File: src/rtl/ecc_ilv_codec.sv
module ecc_ilv_codec #(
  parameter int DEV_W  = 4,
  parameter int DATA_W = 64
) (
  input  logic                      clk,
  input  logic                      rst_n,
  input  logic [DEV_W*DATA_W-1:0]   wr_data,
  output logic [DEV_W*(DATA_W+$clog2(DATA_W)+2)-1:0] wr_dev,
  input  logic                      rd_valid,
  input  logic [DEV_W*(DATA_W+$clog2(DATA_W)+2)-1:0] rd_dev,
  output logic [DEV_W*DATA_W-1:0]   rd_data_q,
  output logic [2*DEV_W-1:0]        rd_status,
  output logic                      out_valid,
  output logic                      dev_fault,
  output logic [$clog2(DATA_W)+0:0] dev_fault_slot
);
  localparam int CHK_W = $clog2(DATA_W) + 1;
  localparam int CW_W  = DATA_W + CHK_W + 1;

  function automatic logic is_pow2(input int p);
    return (p & (p - 1)) == 0;
  endfunction

  function automatic logic [CHK_W-1:0] syn_of(input logic [CW_W-1:0] c);
    logic [CHK_W-1:0] s;
    s = '0;
    for (int p = 1; p < CW_W; p++)
      if (c[p]) s ^= CHK_W'(p);
    return s;
  endfunction

  function automatic logic [CW_W-1:0] encode(input logic [DATA_W-1:0] d);
    logic [CW_W-1:0] c;
    logic [CHK_W-1:0] s;
    int k;
    c = '0;
    k = 0;
    for (int p = 1; p < CW_W; p++)
      if (!is_pow2(p)) begin
        c[p] = d[k];
        k++;
      end
    s = syn_of(c);
    for (int b = 0; b < CHK_W; b++) c[1 << b] = s[b];
    c[0] = ^c[CW_W-1:1];
    return c;
  endfunction

  function automatic logic [DATA_W-1:0] extract(input logic [CW_W-1:0] c);
    logic [DATA_W-1:0] d;
    int k;
    d = '0;
    k = 0;
    for (int p = 1; p < CW_W; p++)
      if (!is_pow2(p)) begin
        d[k] = c[p];
        k++;
      end
    return d;
  endfunction

  logic [DEV_W*DATA_W-1:0] dec_data;
  logic [2*DEV_W-1:0]      dec_st;
  logic [CHK_W-1:0]        dec_pos [DEV_W];
  logic                    fault_c;

  for (genvar j = 0; j < DEV_W; j++) begin : g_word
    logic [CW_W-1:0]  cw_w, cw_r, cw_fix;
    logic [CHK_W-1:0] syn;
    logic             par;
    logic [1:0]       st;

    assign cw_w = encode(wr_data[j*DATA_W +: DATA_W]);
    for (genvar d = 0; d < CW_W; d++) begin : g_slot
      assign wr_dev[d*DEV_W + j] = cw_w[d];
      assign cw_r[d]             = rd_dev[d*DEV_W + j];
    end

    assign syn = syn_of(cw_r);
    assign par = ^cw_r;

    always_comb begin
      cw_fix = cw_r;
      st     = 2'b00;
      if (par) begin
        if (int'(syn) < CW_W) begin
          cw_fix[syn] = ~cw_r[syn];
          st          = 2'b01;
        end else begin
          st = 2'b10;
        end
      end else if (syn != '0) begin
        st = 2'b10;
      end
    end

    assign dec_data[j*DATA_W +: DATA_W] = extract(cw_fix);
    assign dec_st[2*j +: 2]             = st;
    assign dec_pos[j]                   = syn;
  end

  always_comb begin
    fault_c = 1'b1;
    for (int j = 0; j < DEV_W; j++)
      if (dec_st[2*j +: 2] != 2'b01 || dec_pos[j] != dec_pos[0]) fault_c = 1'b0;
  end

  always_ff @(posedge clk or negedge rst_n) begin
    if (!rst_n) begin
      out_valid      <= 1'b0;
      rd_data_q      <= '0;
      rd_status      <= '0;
      dev_fault      <= 1'b0;
      dev_fault_slot <= '0;
    end else begin
      out_valid <= rd_valid;
      if (rd_valid) begin
        rd_data_q      <= dec_data;
        rd_status      <= dec_st;
        dev_fault      <= fault_c;
        dev_fault_slot <= fault_c ? dec_pos[0] : '0;
      end
    end
  end
endmodule


File: config.mk
export PLATFORM = sky130hd
export DESIGN_NAME = ecc_ilv_codec
export DESIGN_NICKNAME = d
export VERILOG_FILES = /design/src/rtl/ecc_ilv_codec.sv
export SDC_FILE = /design/constraint.sdc
export NUM_CORES = 2
export LEC_CHECK = 0
export BUFFER_PORTS_ARGS = -buffer_cell sky130_fd_sc_hd__buf_2
export CAP_MARGIN = 30
export CORE_AREA = 2 2 437 439
export CTS_CLUSTER_SIZE = 10
export DETAILED_ROUTE_END_ITERATION = 16
export DIE_AREA = 0 0 439 441
export PLACE_DENSITY = 0.4
export SYNTH_ARGS = -nofsm -noshare
export SYNTH_HDL_FRONTEND = slang
export SYNTH_SLANG_ARGS = --single-unit
File: constraint.sdc
create_clock -name clk -period 3.75 [get_ports clk]
set_input_delay 0.75 -clock clk [delete_from_list [all_inputs] [get_ports clk]]
set_output_delay 0.75 -clock clk [all_outputs]
set_load 0.02 [all_outputs]
==> impl_metrics.env <==
export IMPL_cpPeakStageDelay_ns=0.40
export IMPL_area_growth_pct=62.8
export IMPL_clk_latency_ns=0.59
export IMPL_avgRoutedWirePerCell_um=27.5
export IMPL_slew_headroom_pct=36.9
export IMPL_required_ns=4.22
export IMPL_num_vias=33180
export IMPL_final_cell_mix="1,094 x buf_2, 986 x buf_4, 748 x xnor2_1, 273 x dfrtp_1, 238 x nor2_1"
export IMPL_finalCritPeriodShare_pct=102
export IMPL_netlist_area_mm2=0.0288
export IMPL_crit_path_start_kind="input port"
export IMPL_synth_top_family_by_area="XOR/XNOR gates"
export IMPL_synthMuxAreaShare_pct=2.30
export IMPL_min_period_ns=3.83
export IMPL_r2r_start="rd_data_q[205]$_DFFE_PN0P_"
export IMPL_synth_warnings=0
export IMPL_synth_edf_count=0
export IMPL_seq_area_frac_synth_pct=23.7
export IMPL_yosys_area_share_adder_pct=0.0347
export IMPL_portBuffers=1107
export IMPL_drc=0
export IMPL_placedCellCount=7561
export IMPL_synth_nets=3915
export IMPL_wl_um=213000
export IMPL_critical_path_top_delay_family="XOR/XNOR gates"
export IMPL_fmax_ghz=0.261
export IMPL_rr_worst_depth=2
export IMPL_rr_endpoint="rd_data_q[205]$_DFFE_PN0P_"
export IMPL_ff2ff_setup_slack_ns=2.86
export IMPL_rsz0062_at_grt="true"
export IMPL_worst_pin_slew_ns=0.939
export IMPL_antenna_found_initial=60
export IMPL_holdWs_ns=0.111
export IMPL_first_pass_iters=6
export IMPL_finalHoldViolCount=0
export IMPL_ys_ff_latch=273
export IMPL_grt_start_max_net_pins=119
export IMPL_die_x_um=439
export IMPL_gp_congestion=0.980
export IMPL_final_common_cell="buf_2"
export IMPL_setup_viol=57
export IMPL_cp_slowest_cell="o311ai_4"
export IMPL_syn_instance_count=3368
export IMPL_maxCapViolations=0
export IMPL_rows=160
export IMPL_clkTransAtPathRegs_ns=0.07
export IMPL_cts_inserted_buffers=40
export IMPL_placeableCoreArea_mm2=0.189
export IMPL_min_path_type="input port to asynchronous set/reset pin"
export IMPL_synth_area_per_cell_um2=8.56
export IMPL_fin_setup_tns_ns=-2.00
export IMPL_nFillCells=21059
export IMPL_synth_cell_types=85
export IMPL_h_tree_depth=2
export IMPL_dieHeight_um=441
export IMPL_p_leak_nw=20.6
export IMPL_drive_gt1_share_pct=48.3
export IMPL_die_area_mm2=0.194
export IMPL_power_density_mw_per_mm2=1190
export IMPL_grt_ovfl_total=0
export IMPL_fin_nets=5700
export IMPL_fin_worst_skew_ns=0
export IMPL_slew_viol_final=0
export IMPL_cts_tree="done"
export IMPL_layout_cells_non_filler=7733
export IMPL_end_kind="flop"
export IMPL_synth_compound_area_share_pct=19.3
export IMPL_final_core_util_pct=24.8
export IMPL_fin_ws_ns=-0.0804
export IMPL_ir_drop_v=0.000787
export IMPL_synth_ff_type="dfrtp_1"
export IMPL_vias_per_cell=4.29
export IMPL_drt_iter0_markers=2016
export IMPL_numClockSinks=273
export IMPL_failed_checks="negative setup slack"
export IMPL_yosys_area_share_xor_xnor_pct=35.0
export IMPL_postRouteAntennaNets=0
export IMPL_boundaryPins=1108
export IMPL_grt_usage_pct=20.8
export IMPL_yosys_area_share_simple_pct=10.1
export IMPL_status="finished with violations"
export IMPL_grt_pass1_vias=33381
export IMPL_ys_async_sr_fraction_pct=100
export IMPL_crit_fanout=6
export IMPL_path_buf_inv=5
export IMPL_crit_arrival_ns=4.30
export IMPL_initial_utilization_pct=15.2
export IMPL_dp_hpwl_um=181000
export IMPL_worstPathCellList="buf_8 > buf_6 > xnor3_1 > xnor3_1 > xnor3_2 > xnor2_4 > nor3_2 > or2_4 > buf_4 > a222oi_1 > nand3_1 > o211a_1 > o311ai_4 > clkbuf_16 > buf_16 > a31oi_4"
export IMPL_cts_buffer_depth=3
export IMPL_grt_pass1_wl_um=280000
export IMPL_worstSetupPathType="input port to flop"
export IMPL_root_buffer="clkbuf_16"
export IMPL_cp_common_cell="xnor3_1"
-- kinds of logic after synthesis --
family,after synthesis
compound gates,864
flops,273
xor+xnor,1059
buf+inv,456
simple gates,651
fa+ha+maj,1
mux,64
-- routing by layer --
layer	up-vias	global-route usage, %	part of all wire (%)
met1	16301	22.2	36
met5	-	0	0.087
met3	382	3.49	5.2
met2	1338	38.5	52
li1	15127	-	-
met4	32	11.7	6.3
-- area by class of cell --
type / instances / area [µm²] / share of cell area [%]
multi-input cells: 2639 / 21100 / 45.0
clock inverters: 16 / 204 / 0.435
well taps: 2511 / 3140 / 6.69
inverters: 42 / 163 / 0.347
flip-flops and latches: 273 / 6830 / 14.6
clock buffers: 51 / 1130 / 2.42
repair buffers: 2157 / 14200 / 30.3
diodes: 44 / 110 / 0.235
-- worst max-delay path by stage --
| stage | startpoint | end | slack [ns] | cells after the start |
|---|---|---|---|---|
| floorplan | rd_dev[139] | rd_data_q[229]$_DFFE_PN0P_ | -0.04 | 14 |
| global placement | rd_dev[275] | rd_data_q[254]$_DFFE_PN0P_ | -0.94 | 14 |
| detailed placement | rd_dev[275] | rd_data_q[249]$_DFFE_PN0P_ | -0.86 | 14 |
| CTS | wr_data[246] | wr_dev[3] | -0.03 | 13 |
| global route | wr_data[254] | wr_dev[3] | -0.16 | 12 |
| finish | rd_dev[14] | rd_data_q[179]$_DFFE_PN0P_ | -0.08 | 16 |
-- stage by stage --
step / total power, mW / setup WS (ns) / cell area (µm²)
6_report: 55.8 / -0.0804 / 46900
5_1_grt: 58.4 / -0.160 / 46900
4_1_cts: 50.7 / -0.0305 / 44800
3_5_place_dp: 45.6 / -0.863 / 43000
3_3_place_gp: 45.9 / -0.942 / 43000
2_1_floorplan: 23.2 / -0.0425 / 29000
-- cells in the mapped netlist, drive strengths merged (6+ instances only) --
master / n / area share (%)
o22ai: 83 / 1.8
xor3: 6 / 0.50
nor2b: 6 / 0.13
xnor3: 45 / 3.5
a222oi: 7 / 0.24
inv: 41 / 0.53
or4: 6 / 0.16
a31oi: 138 / 3.0
nand3: 56 / 0.99
mux2i: 48 / 1.7
and2: 18 / 0.39
and3: 11 / 0.24
buf: 292 / 7.5
a211oi: 18 / 0.47
o31ai: 7 / 0.18
xor2: 175 / 5.4
clkbuf: 122 / 1.6
nor3: 34 / 0.59
a32oi: 9 / 0.27
o221ai: 22 / 0.67
nand4: 9 / 0.20
xnor2: 833 / 26
o21a: 30 / 0.78
o21ai: 169 / 2.9
nand2: 182 / 2.4
nor2: 247 / 3.2
a21o: 23 / 0.60
o2bb2ai: 8 / 0.24
a211o: 11 / 0.33
dfrtp: 273 / 24
a221oi: 18 / 0.57
mux2: 16 / 0.64
nor4: 6 / 0.15
a21oi: 222 / 3.9
a311o: 45 / 1.6
nand2b: 60 / 1.3
-- where the power goes --
group | internal (mW) | total (mW) | switching, mW
logic | 21.5 | 48.0 | 26.5
registers | 3.39 | 3.72 | 0.332
clock network | 2.41 | 4.09 | 1.68
total | 27.3 | 55.8 | 28.5
-- registers in the layout, indices dropped and copies added, names as in the netlist --
register and flops:
dev_fault 1, dev_fault_slot 7, out_valid 1, rd_data_q 256, rd_status 8
-- timing repair --
action | 4_1_cts | 5_1_grt
hold buffers | 0 | 0
pin swaps | 20 | 82
gates cloned | 0 | 13
resized for setup | 51 | 260
buffers inserted | 11 | 41
setup endpoints to repair | 125 | 215
Note: power is estimated with default switching activity, not from simulation.
